[src/rtl/ilv_pkg.sv]
package ilv_pkg;
  localparam int INSN_W    = 32;
  localparam int IDX_W     = 5;
  localparam int LANE_W    = 64;
  localparam int FULL_W    = 2 * LANE_W;
  localparam int N_VARIANT = 3;

  // select-vector bit positions
  localparam int SEL_B8  = 0;
  localparam int SEL_B16 = 1;
  localparam int SEL_B32 = 2;

  localparam logic [5:0] MAJOR_CODE = 6'b011100;
  localparam logic [5:0] FUNC_CODE  = 6'b001000;
  localparam logic [4:0] SUB_B32    = 5'b10010;
  localparam logic [4:0] SUB_B16    = 5'b10110;
  localparam logic [4:0] SUB_B8     = 5'b11010;

  typedef struct packed {
    logic [5:0]       major;
    logic [IDX_W-1:0] src_s;
    logic [IDX_W-1:0] src_t;
    logic [IDX_W-1:0] dst;
    logic [4:0]       sub;
    logic [5:0]       func;
  } insn_t;

  function automatic int elem_width(input int variant);
    return 8 << variant;
  endfunction
endpackage

[src/rtl/ilv_decode.sv]
module ilv_decode
  import ilv_pkg::*;
(
  input  logic [INSN_W-1:0]    insn_word,
  output logic [N_VARIANT-1:0] sel,
  output logic                 hit,
  output logic [IDX_W-1:0]     dst_idx
);
  insn_t f;
  logic  frame_ok;
  logic  unused_src_fields;

  assign f        = insn_t'(insn_word);
  assign frame_ok = (f.major == MAJOR_CODE) && (f.func == FUNC_CODE);

  always_comb begin
    sel          = '0;
    sel[SEL_B8]  = frame_ok && (f.sub == SUB_B8);
    sel[SEL_B16] = frame_ok && (f.sub == SUB_B16);
    sel[SEL_B32] = frame_ok && (f.sub == SUB_B32);
  end

  assign hit               = |sel;
  assign dst_idx           = f.dst;
  assign unused_src_fields = ^{f.src_s, f.src_t};
endmodule

[src/rtl/ilv_lanes.sv]
module ilv_lanes
  import ilv_pkg::*;
#(
  parameter int ELEM_W = 8
) (
  input  logic [LANE_W-1:0] odd_src,
  input  logic [LANE_W-1:0] even_src,
  output logic [LANE_W-1:0] lane_lo,
  output logic [LANE_W-1:0] lane_hi
);
  localparam int N_ELEM = LANE_W / ELEM_W;
  logic [FULL_W-1:0] full;

  for (genvar i = 0; i < N_ELEM; i++) begin : g_elem
    assign full[(2*i)*ELEM_W   +: ELEM_W] = even_src[i*ELEM_W +: ELEM_W];
    assign full[(2*i+1)*ELEM_W +: ELEM_W] = odd_src[i*ELEM_W +: ELEM_W];
  end

  assign lane_lo = full[LANE_W-1:0];
  assign lane_hi = full[FULL_W-1:LANE_W];
endmodule

[src/rtl/lower_interleave_unit.sv]
module lower_interleave_unit
  import ilv_pkg::*;
(
  input  logic              clk,
  input  logic              rst_n,
  input  logic [31:0]       insn_word,
  input  logic [63:0]       rs_lo,
  input  logic [63:0]       rt_lo,
  output logic [63:0]       wr_lo,
  output logic [63:0]       wr_hi,
  output logic              wr_en,
  output logic [4:0]        wr_idx
);
  logic [N_VARIANT-1:0]             dec_sel;
  logic                             dec_hit;
  logic [IDX_W-1:0]                 dec_dst;
  logic [N_VARIANT-1:0][LANE_W-1:0] cand_lo;
  logic [N_VARIANT-1:0][LANE_W-1:0] cand_hi;
  logic [LANE_W-1:0]                mux_lo;
  logic [LANE_W-1:0]                mux_hi;
  logic                             do_write;

  ilv_decode u_dec (
    .insn_word (insn_word),
    .sel       (dec_sel),
    .hit       (dec_hit),
    .dst_idx   (dec_dst)
  );

  for (genvar v = 0; v < N_VARIANT; v++) begin : g_var
    ilv_lanes #(.ELEM_W(elem_width(v))) u_lanes (
      .odd_src  (rs_lo),
      .even_src (rt_lo),
      .lane_lo  (cand_lo[v]),
      .lane_hi  (cand_hi[v])
    );
  end

  assign do_write = dec_hit && (dec_dst != '0);

  always_comb begin
    mux_lo = '0;
    mux_hi = '0;
    for (int v = 0; v < N_VARIANT; v++) begin
      mux_lo |= cand_lo[v] & {LANE_W{dec_sel[v] & do_write}};
      mux_hi |= cand_hi[v] & {LANE_W{dec_sel[v] & do_write}};
    end
  end

  always_ff @(posedge clk or negedge rst_n) begin
    if (!rst_n) begin
      wr_lo  <= '0;
      wr_hi  <= '0;
      wr_en  <= 1'b0;
      wr_idx <= '0;
    end else begin
      wr_lo  <= mux_lo;
      wr_hi  <= mux_hi;
      wr_en  <= do_write;
      wr_idx <= do_write ? dec_dst : '0;
    end
  end
endmodule

[config.mk]
export PLATFORM = sky130hd
export DESIGN_NAME = lower_interleave_unit
export DESIGN_NICKNAME = d
export VERILOG_FILES = /design/src/rtl/ilv_pkg.sv /design/src/rtl/ilv_decode.sv /design/src/rtl/ilv_lanes.sv /design/src/rtl/lower_interleave_unit.sv
export SDC_FILE = /design/constraint.sdc
export NUM_CORES = 1
export LEC_CHECK = 0
export BUFFER_PORTS_ARGS = -buffer_cell sky130_fd_sc_hd__buf_2
export CORE_MARGIN = 2
export CORE_UTILIZATION = 47
export CTS_BUF_LIST = sky130_fd_sc_hd__clkbuf_8 sky130_fd_sc_hd__clkbuf_16
export CTS_CLUSTER_DIAMETER = 30
export DETAILED_ROUTE_END_ITERATION = 10
export GPL_TIMING_DRIVEN = 1
export PLACE_DENSITY_LB_ADDON = 0.12
export SLEW_MARGIN = 25
export SYNTH_ARGS = -nofsm -noshare
export SYNTH_HDL_FRONTEND = slang
export SYNTH_SLANG_ARGS = --single-unit
[constraint.sdc]
create_clock -name clk -period 0.8 [get_ports clk]
set_clock_uncertainty 0.2 [all_clocks]
set_input_delay 0.04 -clock clk [delete_from_list [all_inputs] [get_ports clk]]
set_output_delay 0.04 -clock clk [all_outputs]
set_load 0.05 [all_outputs]
* Yosys cells after proc, flatten, opt, wreduce, memory -nomap -nowiden *
Cells that the tools add are included.
Widths: inputs -> output; s select.

cells by class
  eq/ne operators = 5
  mux-type cells = 1
  bitwise logic cells = 13
  reductions and logical operators = 7

operators by type and width
  kind                count
  $and 64x64->64      6
  $or 64x64->64       4
  $eq 5x5->1 const B  3
  $eq 6x4->1 const B  1
  $eq 6x5->1 const B  1
  $logic_and 1x1->1   5
  $mux 5              1
  $reduce_bool 5->1   1
  $and 1x1->1         3
  $reduce_or 3->1     1

storage, ports and cells
  register bits after elaboration = 134
  input port bits = 162
  output and inout bits = 134
  word-level logic and storage cells = 30

* Longest topological paths before layout *
Gate-level depths: netlist (run 1).

  depth in word-level cells = 9
  mapped depth = 6
  mapped depth without buffers = 3

* Cells and area by module *
A second synthesis (run 1) with hierarchy kept.

unflattened totals
  cells, all modules = 881
  area, all modules = 9120.0 µm²

by module, submodules not included
  module                 instances  cells each  area each (µm²)  seq. area each (µm²)
  lower_interleave_unit  1          483         6105.9           3353.2
  ilv_lanes              3          128         960.9            0.0
  ilv_decode             1          14          131.4            0.0

* Worst setup path before layout (run 1) *
Ideal clock, no wire load.

  kind = input to register
  start point = input port insn_word[12]
  end point = register wr_hi[58]
  setup time = 139 ps
  arrival = 1076 ps
  data required time = 461 ps
  path slack = -615 ps
  cell stages on the path = 5
  buffers on the path = 2
  cell sequence = or4_1 -> nor2_2 -> buf_6 -> buf_8 -> nor4b_1

on the way
  longest elaborated chain between the ends = 6
  elaborated cells on any way between the ends = 10
  those cells by class = bitwise: 8; reduce/logical: 2

RTL lines
  item                  line                         source
  from (decl)           lower_interleave_unit.sv:6   input logic [31:0] insn_word,
  $reduce_bool 5->1 *   lower_interleave_unit.sv:39  assign do_write = dec_hit && (dec_dst != '0);
  $logic_and 1x1->1 *   lower_interleave_unit.sv:39
  $and 1x1->1           lower_interleave_unit.sv:46  mux_hi |= cand_hi[v] & {LANE_W{dec_sel[v] & do_write}};
  $and 64x64->64        lower_interleave_unit.sv:46
  $or 64x64->64         lower_interleave_unit.sv:46
  $or 64x64->64 *       lower_interleave_unit.sv:46
  via mux_hi[58]        lower_interleave_unit.sv:20  logic [LANE_W-1:0] mux_hi;
  to (signal assigned)  lower_interleave_unit.sv:58  wr_hi <= mux_hi;
  to (decl)             lower_interleave_unit.sv:10  output logic [63:0] wr_hi,

The timed path passes the listed nets; every way through them passes the cells marked *.

* Worst setup path after layout (run 1) *
  start point = register wr_lo[62]
  end point = output port wr_lo[62]

RTL lines
  item                    line                         source
  from (decl)             lower_interleave_unit.sv:9   output logic [63:0] wr_lo,
  from (signal assigned)  lower_interleave_unit.sv:57  wr_lo <= mux_lo;

No word-level cell between the ends.

==> results of run 1 <==
-- worst paths after layout --
kind | startpoint | endpoint | slack [ns] | depth (start not counted)
setup / recovery | wr_lo[62] | wr_lo[62] | -0.47 | 1
hold / removal | rs_lo[11] | wr_lo[27] | -0.32 | 3
max in group asynchronous | rst_n | wr_lo[30] | 0.13 | 3
min in group asynchronous | rst_n | wr_hi[0] | -0.02 | 3
-- routing by layer --
metal | GRT usage (%) | share of wire (%)
met5 | 0 | 0
met4 | 19.72 | 5.3
met3 | 10.25 | 8.1
met2 | 58.94 | 50
met1 | 39.59 | 36
-- cells in the mapped netlist (2+ instances only) --
master      n
nor4b_1    23
buf_6      10
buf_2      20
nor3_1     85
dfrtp_1   134
nand3_1     2
clkbuf_1   30
inv_1       4
nor3_2     15
buf_4       6
nor4b_2    11
buf_8       2
a32oi_1    95
buf_1       2
nor2b_1    32
mux2_2     32
-- cells by family after synthesis --
| logic type | count (synthesis) | share of synthesized area, % |
|---|---|---|
| buf+inv | 74 | 6.806 |
| flops | 134 | 53.97 |
| mux | 32 | 5.800 |
| compound gates | 96 | 13.51 |
| simple gates | 178 | 19.77 |
| xor+xnor | 1 | 0.1410 |
-- power breakdown --
group | internal, µW | switching (µW)
clock | 5400 | 3010
sequential | 6780 | 0.0837
combinational | 1050 | 1040
-- through the flow --
stage	hold WS, ns	std cells	TNS, ns	power [µW]	cell area, µm²
final	-0.3189	1071	-105.15	17280	11370
after global routing	-0.3225	1071	-109.72	17740	11370
after CTS	-0.3401	1067	-103.43	17070	11140
after detailed placement	-0.1581	982	-105.75	8622	8842
after global placement	-0.1596	982	-102.61	8570	8842
after floorplan	-0.4556	515	-75.97	7558	6620
-- cells in the final DEF, fill, tap and decap left out, drive strengths merged --
cell	count
a32oi	95
nor4bb	1
dfrtp	134
nor4b	34
clkinvlp	2
clkinv	2
nor2	2
bufinv	4
nor3	100
and4bb	1
nand3b	1
or4	1
buf	379
xor2	1
clkbuf	24
nand3	3
diode	1
nor2b	32
bufbuf	1
and3b	1
nand2	2
mux2	32
dlygate4sd3	33
a211oi	1
inv	8
-- sequential cells by signal (all words and copies together), names as in the netlist --
signal,cells
wr_hi,64
wr_idx,5
wr_lo,64
wr_en,1
-- cell type report --
class                           instances  area, µm²  area share, %
Antenna cell                            1      2.502        0.02201
Sequential cell                       134       3500          30.78
Clock inverter                         12      160.2          1.409
Timing Repair Buffer                  417       4086          35.94
Tap cell                              176      220.2          1.937
Inverter                                4      15.01         0.1321
Clock buffer                           20      466.7          4.105
Multi-Input combinational cell        307       2919          25.67
-- tightest hold or removal path, delay by kind of cell --
kind            cells  cell delay (ns)
buf+inv             1             0.10
compound gates      1             0.06
simple gates        1             0.06
-- repair_timing --
action                                  4_1_cts  5_1_grt
pin swaps                                     8       10
gates resized for setup                     288       43
setup buffers                                10        5
endpoints found under the setup margin      268      268
gates cloned                                 10        4
hold endpoints to repair                    268      119
==> summary.md, run 1 <==
| Metric | Value |
|---|---|
| Max incr delay on CP | `0.43 ns` |
| Ranking of synthesized cells by area | `dfrtp_1 54%, a32oi_1 13%, nor3_1 6.8%, mux2_2 5.8%, nor4b_1 3.2%` |
| Grt total ovfl | `0` |
| Outcome | `finished, violations left` |
| Port Buf Inserts | `285` |
| Max VDD drop | `1.326 mV` |
| Routed len/inst | `24.12 µm` |
| Deepest clock path buffer count | `2` |
| Crit path max-delay family | `flip-flops` |
| Setup violations, final | `268` |
| Starting DRT DRC Count | `637` |
| Number of placement rows | `42` |
| Yosys cell types | `28` |
| Net Count, Synth | `677` |
| Area delta synth->final | `82.99%` |
| Synth async-reset ratio | `100.0%` |
| Vias post-DR | `6562` |
| Failing checks | `hold timing, setup timing` |
| Avg Cell Area, Syn | `12.06 µm²` |
| Hold Slack | `-0.3189 ns` |
| Final RePlAce weighted congestion | `0.8426` |
| Crit path time final | `1.274 ns` |
| Initial antenna violation count | `1` |
| Max_cap viols | `0` |
| Leak | `0.004735 µW` |
| I/O pins | `296` |
| CTS buffer count | `17` |
| Post-synth EDFFs | `0` |
| CP required | `0.56 ns` |
| Clk root buf | `clkbuf_16` |
| Hold buffer count at CTS | `33` |
| Drt drc | `0` |
| Arrival time at the worst endpoint | `1.03 ns` |
| GRT Overall Usage | `34.94%` |
| Worst-margin pin slew | `0.4074 ns` |
| Final Hold Viols | `153` |
| Worst hold path class | `primary input to flop` |
| CP max FO | `1` |
| Fin crit share | `159.3%` |
| Crit path buf inv count | `1` |
| Crit end category | `output pin` |
| DR pass1 iterations | `4` |
| Final worst setup slack | `-0.4741 ns` |
| Clock transition at path regs | `0.07 ns` |
| CTS tree | `yes` |
| Filler cell count | `601` |
| Largest net degree at the start of global routing | `60` |
| Utilization after layout | `86.89%` |
| Unrepaired setup endpoints after global routing | `true` |
| Type of origin of the critical path | `flop` |
| Register bit count reported by yosys | `134` |
| Pwr/cell area | `1520 nW/µm²` |
| Register area share after synthesis | `53.97%` |
| Via-per-instance ratio | `6.127` |
| Clock net sink count | `134` |
| Gate Count Post-Synth | `515` |
| Htree depth | `4` |
| Core area | `13090 µm²` |
| Vias in the first global route | `6732` |
| Dominant cell type by area after synthesis | `dfrtp_1` |
| Final Max Slew Viols | `0` |
| Critical path cell sequence | `buf_6` |
| Yosys warning count | `0` |
| Detailed placement HPWL | `13.97 mm` |
| Mapped Area | `6213 µm²` |
| Nets | `1043` |
| Die Width | `119.0 µm` |
| First-pass GRT wire length | `37.47 mm` |
| Pre-CTS setup slack | `-0.8219 ns` |
| Layout cells sized above 1 | `73.60%` |
| Dominant synthesized flop cell | `dfrtp_1` |
| Post-DRT Antenna Nets | `0` |
| Die area | `14160 µm²` |
| Starting Density | `47.49%` |
| Peak Freq | `0.7849 GHz` |
| Class of the most critical setup path | `flop to output pin` |
| Die Span Y | `119.0 µm` |
| Slew headroom | `72.84%` |
| Slowest CP cell | `dfrtp_2` |
| Yosys top cell area share | `53.97%` |
| WL final | `25.83 mm` |
(Power assumes the default switching activity.)
==> inputs of run 2 (changes only) <==
Settings changed: CORE_UTILIZATION 47 to 40.
Clock period 0.8 ns to 1.6 ns, I/O delays scaled along.
==> run 2 against run 1 <==
  * The run now ends clean
  * Worst setup slack improved by 0.51 ns
  * Sequential power fell by 50%
  * Die area rose by 17%
  * Critical path depth rose by 5
  * Critical endpoint is now wr_lo[29]
  * Largest cell class unchanged
==> summary.md, run 2 (synthesized netlist as in run 1, its figures left out) <==
| Metric | Value |
|---|---|
| CTS buffer count | `17 (unchanged)` |
| Fin crit share | `97.92%` |
| First-pass GRT wire length | `33.41 mm (-11%)` |
| GRT Overall Usage | `25.73% (-9.2 points)` |
| Max VDD drop | `0.6507 mV (-51%)` |
| Area delta synth->final | `66.55%` |
| Class of the most critical setup path | `primary input to flop` |
| Layout cells sized above 1 | `45.48% (-28 points)` |
| WL final | `22.13 mm (-14%)` |
| Number of placement rows | `45 (+7.1%)` |
| Clock transition at path regs | `0.06 ns (about the same)` |
| Filler cell count | `1130 (+88%)` |
| Clk root buf | `clkbuf_16` |
| Core area | `15200 µm² (+16%)` |
| Met1 Usage GRT | `31.79% (-7.8 points)` |
| Type of origin of the critical path | `primary input` |
| Final RePlAce weighted congestion | `0.8286 (-1.7%)` |
| Arrival time at the worst endpoint | `1.66 ns (+0.63 ns)` |
| Multi-input logic area | `2550 µm² (-13%)` |
| Max_cap viols | `0 (unchanged)` |
| Vias in the first global route | `6407 (-4.8%)` |
| Die Span Y | `128.6 µm (+8.1%)` |
| Leak | `0.004813 µW (+1.6%)` |
| Commonest non-fill, non-tap cell in the layout | `buf_2` |
| Initial antenna violation count | `0 (-1)` |
| Outcome | `complete, no violations` |
| Crit path time final | `1.567 ns` |
| Detailed placement HPWL | `13.48 mm (-3.5%)` |
| Biggest regs | `wr_hi x64, wr_lo x64, wr_idx x5` |
| Port Buf Inserts | `285 (unchanged)` |
| Starting DRT DRC Count | `524 (-18%)` |
| Nets | `1101 (+5.6%)` |
| Crit end category | `flop` |
| Worst hold path class | `primary input to flop` |
| Die Width | `128.6 µm (+8.1%)` |
| DR pass1 iterations | `5 (+1)` |
| Drt drc | `0 (unchanged)` |
| Utilization after layout | `68.07% (-19 points)` |
| CP max FO | `3 (+2)` |
| Htree depth | `4 (unchanged)` |
| Deepest clock path buffer count | `2 (unchanged)` |
| I/O pins | `296 (unchanged)` |
| CP required | `1.69 ns (+1.13 ns)` |
| Total negative slack | `0 ns (+105.15 ns)` |
| Most frequent cells in the layout | `282 x buf_2, 149 x dlygate4sd3_1, 134 x dfrtp_1` |
| Starting Density | `40.87% (-6.6 points)` |
| Final worst setup slack | `0.03330 ns (+0.5074 ns)` |
| Largest net degree at the start of global routing | `77 (+28%)` |
| Via-per-instance ratio | `5.605 (-8.5%)` |
| Final Hold Viols | `0 (-100%)` |
| Worst-margin pin slew | `0.4048 ns (-0.002536 ns)` |
| Met3 usage | `6.736% (-3.5 points)` |
| Grt peak-use layer | `met2` |
| Unrepaired setup endpoints after global routing | `true` |
| Setup violations, final | `0 (-100%)` |
| Die area | `16550 µm² (+17%)` |
| CTS tree | `yes` |
| Ant. Diodes | `0 (-1)` |
| Post-DRT Antenna Nets | `0 (unchanged)` |
| Reg area | `3353 µm² (-4.2%)` |
| Total power | `9125 µW (-47%)` |
| Pre-CTS setup slack | `-0.1184 ns (+0.7036 ns)` |
| Final Max Slew Viols | `0 (unchanged)` |
| Hold Slack | `0.006894 ns (+0.3258 ns)` |
| Grt total ovfl | `0 (unchanged)` |
| Routed len/inst | `19.41 µm (-20%)` |
| Slew headroom | `73.01% (+0.17 points)` |
| Peak Freq | `0.6383 GHz` |
| Vias post-DR | `6390 (-2.6%)` |
| Clock net sink count | `134 (unchanged)` |
| M2 GR Usage | `42.12% (-17 points)` |
| Pwr/cell area | `881.8 nW/µm² (-42%)` |
run 2: changes by cell type in the layout (fill, tap and decap cells not counted), moves of 39 or more:
| cell | delta |
|---|---|
| dfrtp_2 | -117 |
| dfrtp_1 | +117 |
| nor3_1 | +39 |
| buf_2 | +139 |
| buf_6 | -138 |
| dlygate4sd3_1 | +116 |
run 2: worst paths after layout:
kind                               from         to  slack, ns  depth (start not counted)
min in group asynchronous         rst_n  wr_lo[44]       0.48                          3
max in group asynchronous         rst_n  wr_hi[19]       0.13                          4
worst min-delay path       insn_word[9]  wr_lo[27]      0.007                          4
worst max-delay path          rt_lo[29]  wr_lo[29]       0.03                          6
run 2: worst max-delay path, stage by stage:
cell and delay, ns:
dlygate4sd3_1 0.54, buf_2 0.14, nor2b_1 0.12, a32oi_1 0.15, dlygate4sd3_1 0.59, nor3_2 0.04
run 2: stage by stage:
stage	instance area, µm²	std cells
2_1_floorplan	6213	515
3_3_place_gp	7951	949
3_5_place_dp	7951	949
4_1_cts	10220	1137
5_1_grt	10350	1140
6_report	10350	1140
run 2: routing by layer:
layer  share of wire (%)  routed length, µm
met4                 4.1                918
met5                   0                  0
met2                  49              10840
met1                  39               8604
met3                 8.0               1770
run 2: power breakdown:
part | leakage [µW] | switching, µW | internal, µW
logic | 0.00259 | 484 | 590
clock network | 0.000349 | 1500 | 3160
registers | 0.00187 | 0.0187 | 3390
run 2: repair_timing:
| action | 4_1_cts | 5_1_grt |
|---|---|---|
| setup buffers | 0 | 6 |
| hold endpoints to repair | 268 | 0 |
| resized for setup | 0 | 17 |
| endpoints found under the setup margin | 0 | 19 |
| hold buffers | 156 | 0 |
run 2: final cells by class:
class / instances / area share (%)
Inverter: 4 / 0.1451
Tap cell: 188 / 2.273
Clock inverter: 13 / 2.418
Clock buffer: 19 / 4.377
Timing Repair Buffer: 475 / 33.74
Sequential cell: 134 / 32.40
Multi-Input combinational cell: 307 / 24.64
==> inputs of run 3 (changes only) <==
Settings changed: HOLD_SLACK_MARGIN set to 0.05.
==> run 3 against run 2 <==
  * Wire length is 0.42% lower
  * Non-clock buffer count is 1 higher
  * First-iteration DRC count is 16% lower
  * Core utilization is 0.066 points higher
  * Sequential power hardly changed
  * Worst setup slack worse by 0.0028 ns
  * Combinational power hardly changed
  * Fmax is 0.18% lower
  * Sequential share of layout area hardly changed
  * Via count is 0.23% lower
==> summary.md, run 3 (synthesized netlist as in run 1, its figures left out) <==
| Metric | Value |
|---|---|
| Outcome | `complete, no violations` |
| Die Width | `128.6 µm (unchanged)` |
| Port Buf Inserts | `285 (unchanged)` |
| Sw Ratio | `21.76% (+0.024 points)` |
| Die Span Y | `128.6 µm (unchanged)` |
| Unrepaired setup endpoints after global routing | `true` |
| Drt drc | `0 (unchanged)` |
| Clk network pwr share | `51.1% (about the same)` |
| Most frequent cells in the layout | `282 x buf_2, 150 x dlygate4sd3_1, 134 x dfrtp_1` |
| Non-Filler Instances | `1141 (+0.088%)` |
| Top sig layer | `met4` |
| Combinational share of power | `11.8% (about the same)` |
| Core area | `15200 µm² (unchanged)` |
| Worst-margin pin slew | `0.3968 ns (-0.008003 ns)` |
| Starting DRT DRC Count | `439 (-16%)` |
| Slew headroom | `73.55% (+0.53 points)` |
| Peak Freq | `0.6372 GHz (-0.18%)` |
| Total negative slack | `0 ns (unchanged)` |
| Initial antenna violation count | `0 (unchanged)` |
| Hold Slack | `0.06573 ns (+0.05883 ns)` |
| Hold Crit Depth | `4 (unchanged)` |
| I/O pins | `296 (unchanged)` |
| Layout cells sized above 1 | `45.44% (-0.048 points)` |
| Setup violations, final | `0 (unchanged)` |
| Starting Density | `40.87% (unchanged)` |
| Max incr delay on CP | `0.59 ns (about the same)` |
| Biggest regs | `wr_hi x64, wr_lo x64, wr_idx x5` |
| Vias in the first global route | `6410 (+0.047%)` |
| Crit path buf inv count | `3 (unchanged)` |
| Worst hold path class | `primary input to flop` |
| Final Max Slew Viols | `0 (unchanged)` |
| Type of origin of the critical path | `primary input` |
| Switching pwr | `1986 µW (+0.15%)` |
| Final RePlAce weighted congestion | `0.8286 (unchanged)` |
| Nets | `1102 (+0.091%)` |
| Class of the most critical setup path | `primary input to flop` |
| CP max FO | `3 (unchanged)` |
| DR pass1 iterations | `5 (unchanged)` |
| Met2 wire len | `10.76 mm (-0.73%)` |
| Flop pwr share | `37.1% (about the same)` |
| First-pass GRT wire length | `33.40 mm (about the same)` |
| Hold wc startpoint | `insn_word[9]` |
| Deepest clock path buffer count | `2 (unchanged)` |
| Max_cap viols | `0 (unchanged)` |
| WL final | `22.04 mm (-0.42%)` |
| Vias post-DR | `6375 (-0.23%)` |
| Die area | `16550 µm² (unchanged)` |
| CP required | `1.69 ns (about the same)` |
| GRT Overall Usage | `25.74% (about the same)` |
| Metal-1 WL | `8.728 mm (+1.4%)` |
| CTS buffer count | `17 (unchanged)` |
| Hold worst-path end | `wr_lo[31]` |
| Routed len/inst | `19.32 µm (-0.51%)` |
| Grt total ovfl | `0 (unchanged)` |
| Post-DRT Antenna Nets | `0 (unchanged)` |
| Dpl cells | `949 (unchanged)` |
| Int Pwr | `7143 µW (about the same)` |
| Fin crit share | `98.09% (+0.17 points)` |
| Htree depth | `4 (unchanged)` |
| Arrival time at the worst endpoint | `1.66 ns (about the same)` |
| Clock net sink count | `134 (unchanged)` |
| CTS tree | `yes` |
| Critical path cell sequence | `dlygate4sd3_1 -> buf_2 -> nor2b_1 -> a32oi_1 -> dlygate4sd3_1 -> nor3_2` |
| Detailed placement HPWL | `13.48 mm (unchanged)` |
| Filler cell count | `1127 (-0.27%)` |
| Number of placement rows | `45 (unchanged)` |
| Crit end category | `flop` |
| Via-per-instance ratio | `5.587 (-0.32%)` |
| Cell mode on critical path | `dlygate4sd3_1` |
| Commonest non-fill, non-tap cell in the layout | `buf_2` |
| Crit path max-delay family | `buffers and inverters` |
| Ant. Diodes | `0 (unchanged)` |
| Largest net degree at the start of global routing | `77 (unchanged)` |
| Leak | `0.004814 µW (about the same)` |
| Pwr/cell area | `881.3 nW/µm² (about the same)` |
| Clk root buf | `clkbuf_16` |
| Area delta synth->final | `66.71% (about the same)` |
| Clock transition at path regs | `0.06 ns (about the same)` |
| Final Hold Viols | `0 (unchanged)` |
| Met3 Wirelength | `1.642 mm (-7.2%)` |
| Crit path time final | `1.569 ns (+0.002763 ns)` |
| Slowest CP cell | `dlygate4sd3_1` |
| Max VDD drop | `0.6473 mV (-0.53%)` |
[run 3: power by group through the flow]
stage	logic (µW)	clock network [µW]	registers [µW]
finish	1080	4660	3390
detailed placement	752	0	3450
floorplan	316	0	3450
global placement	737	0	3450
CTS	1030	4720	3390
global route	1150	4870	3390
[run 3: cell type report]
cell class | count | area [µm²] | area share, %
clock buffers | 19 | 452.9 | 4.372
clock inverters | 13 | 250.2 | 2.416
inverters | 4 | 15.01 | 0.1449
multi-input cells | 307 | 2550 | 24.62
flip-flops and latches | 134 | 3353 | 32.37
well taps | 188 | 235.2 | 2.271
repair buffers | 476 | 3502 | 33.81
[run 3: worst max path at each step]
stage	start	end	slack, ns	cells past startpoint
floorplan	insn_word[12]	wr_hi[58]	0.14	5
CTS	insn_word[9]	wr_lo[29]	0.02	7
global placement	insn_word[12]	wr_hi[10]	-0.08	5
finish	rt_lo[29]	wr_lo[29]	0.03	6
global route	insn_word[9]	wr_hi[13]	-0.04	7
detailed placement	insn_word[12]	wr_hi[12]	-0.12	5
[run 3: repair_timing]
item / 4_1_cts / 5_1_grt
hold buffers: 157 / 0
endpoints found under the hold margin: 268 / 0
buffers inserted: 0 / 6
setup endpoints to repair: 0 / 19
resized for setup: 0 / 17
[run 3: through the flow]
stage	setup slack (ns)	utilization (%)	area [µm²]	power, µW
after floorplan	0.1450	-	6213	3768
after global placement	-0.07745	52.30	7951	4187
after detailed placement	-0.1184	52.30	7951	4203
after CTS	0.01682	67.27	10230	9146
after global routing	-0.03951	68.14	10360	9411
final	0.03054	68.14	10360	9129
[run 3: layer usage]
metal / vias to the layer above / global-route usage (%)
li1: 2865 / -
met2: 331 / 42.15
met5: - / 0
met3: 66 / 6.736
met4: 0 / 12.72
met1: 3113 / 31.79
